[src/rtl/rt_pkg.sv]
package rt_pkg;

  typedef enum logic [2:0] {
    ST_IDLE,
    ST_WAIT,
    ST_RUN,
    ST_DONE,
    ST_FOUL
  } rt_state_e;

  typedef enum logic [1:0] {
    DISP_HI   = 2'd0,
    DISP_WAIT = 2'd1,
    DISP_TIME = 2'd2,
    DISP_FOUL = 2'd3
  } disp_e;

  // One step of a 16-bit Fibonacci LFSR, taps 16,14,13,11
  function automatic logic [15:0] lfsr_step(input logic [15:0] q);
    logic fb;
    fb = q[15] ^ q[13] ^ q[12] ^ q[10];
    return {q[14:0], fb};
  endfunction

  // Wait length in ms: base plus three quarters of the masked random value
  function automatic int unsigned wait_ms(input logic [15:0] r,
                                          input int unsigned base_ms,
                                          input int unsigned span_bits);
    int unsigned masked;
    masked = 32'(r) & ((32'd1 << span_bits) - 32'd1);
    return base_ms + ((masked * 32'd3) >> 2);
  endfunction

endpackage

[src/rtl/rt_lfsr.sv]
module rt_lfsr #(
  parameter logic [15:0] SEED = 16'hACE1
) (
  input  logic        clk,
  input  logic        rst_n,
  output logic [15:0] q_o
);
  import rt_pkg::*;

  always_ff @(posedge clk) begin
    if (!rst_n) q_o <= SEED;
    else        q_o <= lfsr_step(q_o);
  end


  lfsr_nonzero_chk: assert property (@(posedge clk) disable iff (!rst_n)
    q_o != 16'd0);
endmodule

[src/rtl/rt_ms_tick.sv]
module rt_ms_tick #(
  parameter int TICKS_PER_MS = 250000
) (
  input  logic clk,
  input  logic rst_n,
  input  logic clr_i,
  output logic tick_o
);
  localparam int PW = (TICKS_PER_MS > 1) ? $clog2(TICKS_PER_MS) : 1;
  localparam logic [PW-1:0] LAST = PW'(TICKS_PER_MS - 1);

  logic [PW-1:0] pre_q;

  assign tick_o = (pre_q == LAST) && !clr_i;

  always_ff @(posedge clk) begin
    if (!rst_n || clr_i) pre_q <= '0;
    else if (pre_q == LAST) pre_q <= '0;
    else pre_q <= pre_q + 1'b1;
  end
endmodule

[src/rtl/rt_ms_count.sv]
module rt_ms_count #(
  parameter int CW     = 14,
  parameter int MAX_MS = 9999
) (
  input  logic          clk,
  input  logic          rst_n,
  input  logic          clr_i,
  input  logic          hold_i,
  input  logic          tick_i,
  output logic [CW-1:0] cnt_o
);
  localparam logic [CW-1:0] CMAX = CW'(MAX_MS);

  always_ff @(posedge clk) begin
    if (!rst_n || clr_i) cnt_o <= '0;
    else if (tick_i && !hold_i && cnt_o != CMAX) cnt_o <= cnt_o + 1'b1;
  end


  cnt_sat_chk: assert property (@(posedge clk) disable iff (!rst_n)
    cnt_o <= CMAX);
endmodule

[src/rtl/reaction_timer.sv]
module reaction_timer #(
  parameter int          TICKS_PER_MS = 250000,
  parameter int          BASE_MS      = 1000,
  parameter int          SPAN_BITS    = 12,
  parameter int          MAX_MS       = 9999,
  parameter logic [15:0] SEED         = 16'hACE1
) (
  input  logic        clk,
  input  logic        rst_n,
  input  logic        start_i,
  input  logic        stop_i,
  output logic        led_o,
  output logic [1:0]  disp_mode_o,
  output logic [13:0] elapsed_ms_o
);
  import rt_pkg::*;

  localparam int CW = 14;
  localparam int WAIT_MAX = BASE_MS + ((((1 << SPAN_BITS) - 1) * 3) >> 2);

  rt_state_e      state_q;
  logic [15:0]    rnd;
  logic [CW-1:0]  target_q;
  logic [CW-1:0]  cnt;
  logic           tick;

  // Named internal events
  logic start_accept, wait_done, foul_evt, stop_evt, cnt_clr, cnt_hold;

  assign start_accept = (state_q == ST_IDLE) && start_i;
  assign wait_done    = (state_q == ST_WAIT) && (cnt == target_q);
  assign foul_evt     = (state_q == ST_WAIT) && stop_i;
  assign stop_evt     = (state_q == ST_RUN) && stop_i;
  assign cnt_clr      = start_accept || (wait_done && !stop_i);
  assign cnt_hold     = stop_i || !((state_q == ST_WAIT) || (state_q == ST_RUN));

  rt_lfsr #(.SEED(SEED)) lfsr_i (
    .clk(clk), .rst_n(rst_n), .q_o(rnd)
  );

  rt_ms_tick #(.TICKS_PER_MS(TICKS_PER_MS)) tick_i (
    .clk(clk), .rst_n(rst_n), .clr_i(cnt_clr), .tick_o(tick)
  );

  rt_ms_count #(.CW(CW), .MAX_MS(MAX_MS)) cnt_i (
    .clk(clk), .rst_n(rst_n), .clr_i(cnt_clr), .hold_i(cnt_hold),
    .tick_i(tick), .cnt_o(cnt)
  );

  always_ff @(posedge clk) begin
    if (!rst_n) begin
      state_q  <= ST_IDLE;
      target_q <= '0;
    end else begin
      case (state_q)
        ST_IDLE: if (start_i) begin
          state_q  <= ST_WAIT;
          target_q <= CW'(wait_ms(rnd, BASE_MS, SPAN_BITS));
        end
        ST_WAIT: begin
          if (foul_evt)       state_q <= ST_FOUL;
          else if (wait_done) state_q <= ST_RUN;
        end
        ST_RUN:  if (stop_evt) state_q <= ST_DONE;
        default: state_q <= state_q;
      endcase
    end
  end

  always_comb begin
    case (state_q)
      ST_IDLE:          disp_mode_o = DISP_HI;
      ST_WAIT:          disp_mode_o = DISP_WAIT;
      ST_RUN, ST_DONE:  disp_mode_o = DISP_TIME;
      default:          disp_mode_o = DISP_FOUL;
    endcase
  end

  assign led_o        = (state_q == ST_RUN);
  assign elapsed_ms_o = ((state_q == ST_RUN) || (state_q == ST_DONE)) ? cnt : '0;


  target_range_chk: assert property (@(posedge clk) disable iff (!rst_n)
    (state_q == ST_WAIT) |-> (target_q >= CW'(BASE_MS) && target_q <= CW'(WAIT_MAX)));


  led_rise_chk: assert property (@(posedge clk) disable iff (!rst_n)
    $rose(led_o) |-> $past(wait_done));


  done_hold_chk: assert property (@(posedge clk) disable iff (!rst_n)
    (state_q == ST_DONE && $past(state_q == ST_DONE)) |-> $stable(elapsed_ms_o));


  foul_chk: assert property (@(posedge clk) disable iff (!rst_n)
    foul_evt |=> (disp_mode_o == 2'd3 && !led_o));


  idle_stop_chk: assert property (@(posedge clk) disable iff (!rst_n)
    (state_q == ST_IDLE && !start_i) |=> (state_q == ST_IDLE));
endmodule

[config.mk]
export PLATFORM = sky130hd
export DESIGN_NAME = reaction_timer
export DESIGN_NICKNAME = d
export VERILOG_FILES = /design/src/rtl/rt_pkg.sv /design/src/rtl/rt_lfsr.sv /design/src/rtl/rt_ms_tick.sv /design/src/rtl/rt_ms_count.sv /design/src/rtl/reaction_timer.sv
export SDC_FILE = /design/constraint.sdc
export NUM_CORES = 1
export LEC_CHECK = 0
export ABC_AREA = 1
export BUFFER_PORTS_ARGS = -buffer_cell sky130_fd_sc_hd__buf_4
export CORE_MARGIN = 5
export CORE_UTILIZATION = 45
export DETAILED_ROUTE_END_ITERATION = 10
export PLACE_DENSITY_LB_ADDON = 0.08
export SYNTH_ARGS = -nofsm -noshare
export SYNTH_HDL_FRONTEND = slang
export SYNTH_SLANG_ARGS = --single-unit
[constraint.sdc]
create_clock -name clk -period 4.9 [get_ports clk]
set_clock_uncertainty 0.2 [all_clocks]
set_input_delay 0.735 -clock clk [delete_from_list [all_inputs] [get_ports clk]]
set_output_delay 0.735 -clock clk [all_outputs]
set_load 0.005 [all_outputs]
==> metrics <==
Hold Violations, Final 0; Post-Syn Area per Cell 6.41 sq um; Worst-Margin Slew 0.600 ns; final wirelength 8.96 mm; Initial DRT Pass Iterations 4; CTS sink count 64; Mapped Area 0.00394 sq mm; GP Congestion 0.830; Placed Cells 735; part of the power in the clock network 28.5%; Total GRT Usage 17.2%; core area 0.00864 sq mm; Die Y 104 um; post-CTS setup buffers 0; Mapped Cells 615; row count 34; main area contributors after synthesis dfxtp_1 (33%), nand2_1 (16%), inv_1 (9.1%), nor2_1 (7.9%), nand3_1 (5.6%); hpwl dp 6.92 mm; Synth Net Count 634; P_int 933 uW; initial detailed-routing violation count 131; CP Max Fanout 4; Power Dens Cells 334 mW/mm^2; sequential share of power 42.7%; total of max-cap violations 0; final core utilization 50.4%; switch share 35.8%; Vias/cell 4.89; area share of the largest cell type after synthesis 32.5%; Req. time, crit path 4.94 ns; multi-input combinational cell area 0.00225 sq mm; critical path type flop to flop; n_diodes 0; fin crit period 2.67 ns; fillers 956; synth unique cells 34; PortBufs 20; CP Launch Type flop; R2R Setup Slk 2.23 ns; io pins 21; DIE AREA 0.0107 sq mm; Root Driver clkbuf_8; status finished clean; grt total ovfl 0; share of post-route cells with drive strength above 1 10.1%; PostCTS Resize Cnt 0; antenna violations before repair 0; Seq. cell area 0.00128 sq mm; first-pass GRT wire length 15.6 mm; CTS Hold Bufs 0; Final nets 657; combinational fraction of design power 28.8%; Worst EP arrival 2.71 ns; final setup vio count 0; DIE WIDTH 104 um; Slew Limit Fails 0; Seq/Total Area, Yosys 32.5%; clock slew at reported path FFs 0.07 ns; H-tree depth 3; ANT nets after route 0; cell taking the most area after synthesis dfxtp_1; relative slew slack 59.9%; Synth-to-Final Area Change 10.6%; pre-CTS setup slack 2.23 ns; flops & latches, synth 64; Ys Warns 0; final setup TNS 0 ns; period utilization 54.4%; pin count of the biggest net entering global routing 23; Starting Density 45.6%; Clock Path Buffers 2; RSZ-0062 raised after global routing false; WL/cell 11.9 um; TritonCTS Buffers 9; CTS tree yes; NetSw 521 uW; # DRC 0; Hold Crit Class flop to flop; routed via count 3668; fmax 0.375 GHz; Placement Cell Area 0.00418 sq mm; vias in the first global route 3492; VDD IR max 0.000128 V; Final Cell Area 0.00436 sq mm; worst-skew pair later-pin latency 0.35 ns; post-route non-filler standard cell count 750; Critical Path Sink Type flop; LEAKAGE 1.97 nW; post-route setup slack 2.23 ns
## layer usage
layer	vias to the layer above	share of wire, %	track usage, %
li1	1961	-	-
met1	1643	48	22.1
met2	48	47	29.1
met3	16	2.9	2.43
met4	0	1.8	6.65
met5	-	0	0
## worst max-delay path, stage by stage, from the launching register on
cell	delay (ns)
dfxtp_1	0.38
inv_1	0.08
fa_1	0.47
inv_1	0.10
nand2_1	0.05
nand2_1	0.09
nand2_1	0.07
xnor2_1	0.16
ha_1	0.21
inv_1	0.09
nand3_1	0.11
nor2_2	0.17
nand2_1	0.11
nand3_1	0.08
nand2_1	0.05
nor2_1	0.11
nor2_1	0.04
## area by class of cell
| cell class | count | area share [%] |
|---|---|---|
| clock inverters | 3 | 0.402 |
| well taps | 108 | 3.10 |
| flip-flops and latches | 64 | 29.4 |
| clock buffers | 12 | 3.56 |
| repair buffers | 20 | 3.45 |
| multi-input cells | 444 | 51.6 |
| inverters | 99 | 8.53 |
## power by group through the flow
stage          clock network, mW  logic (mW)  registers [mW]
6_report                   0.414       0.418           0.621
5_1_grt                    0.448       0.483           0.630
4_1_cts                    0.429       0.424           0.620
3_5_place_dp                   0       0.421           0.632
3_3_place_gp                   0       0.416           0.630
2_1_floorplan                  0       0.334           0.620
## state kept, by name, indices dropped and copies added, names as in the netlist
| signal | flops |
|---|---|
| tick_i.pre_q | 18 |
| cnt_i.cnt_o | 14 |
| target_q | 13 |
| state_q | 3 |
| lfsr_i.q_o | 16 |
## final timing paths
path | start | endpoint | cells past startpoint
max | lfsr_i.q_o[1]$_SDFF_PN0_ | target_q[11]$_SDFFE_PN0P_ | 16
max reg2reg | lfsr_i.q_o[1]$_SDFF_PN0_ | target_q[11]$_SDFFE_PN0P_ | 16
min reg2reg | lfsr_i.q_o[14]$_SDFF_PN0_ | lfsr_i.q_o[15]$_SDFF_PN1_ | 1
min | lfsr_i.q_o[14]$_SDFF_PN0_ | lfsr_i.q_o[15]$_SDFF_PN1_ | 1
## synthesized netlist by cell type
cell type and instances:
o21ai_0 17, a211oi_1 2, nand3b_1 4, nand2_2 5, clkbuf_1 5, xnor2_1 6, fa_1 1, nor2_2 6
buf_6 1, buf_1 1, a31o_2 1, o211ai_1 1, nand3_4 1, and2_1 3, o221ai_1 1, dfxtp_1 64
nor4_1 1, nand2_1 165, inv_2 4, or2_2 7, inv_1 95, nor2_1 83, nand3_1 44, nor3_2 2
nand4_1 8, a31oi_1 1, buf_4 1, o22ai_1 1, nand3_2 2, xor2_1 20, nor2_4 3, a21oi_1 33
nor3_1 12, ha_1 14
## stage by stage
stage                     total power [mW]  hold WS (ns)
after floorplan                      0.954         0.193
after global placement                1.05         0.198
after detailed placement              1.05         0.208
after CTS                             1.47         0.226
after global routing                  1.56         0.237
final                                 1.45         0.219
## layout by cell type, fill, tap and decap left out, types with 6 or more instances in the layout
master	count
dfxtp_1	64
nand2_1	165
o21ai_0	17
clkbuf_8	11
nor2_1	83
a21oi_1	33
ha_1	14
or2_2	7
xnor2_1	6
nor3_1	12
nand3_1	44
nand4_1	8
xor2_1	20
buf_4	20
inv_1	95
nor2_2	6
## cells by family after synthesis
logic type | synth area share (%)
AO/OA/AOI/OAI | 7.69
XOR/XNOR | 5.78
adder cells (fa/ha/maj) | 4.95
buffers and inverters | 10.5
flip-flops | 32.5
AND/OR/NAND/NOR | 38.6
Power figures use the tool's default switching activity.
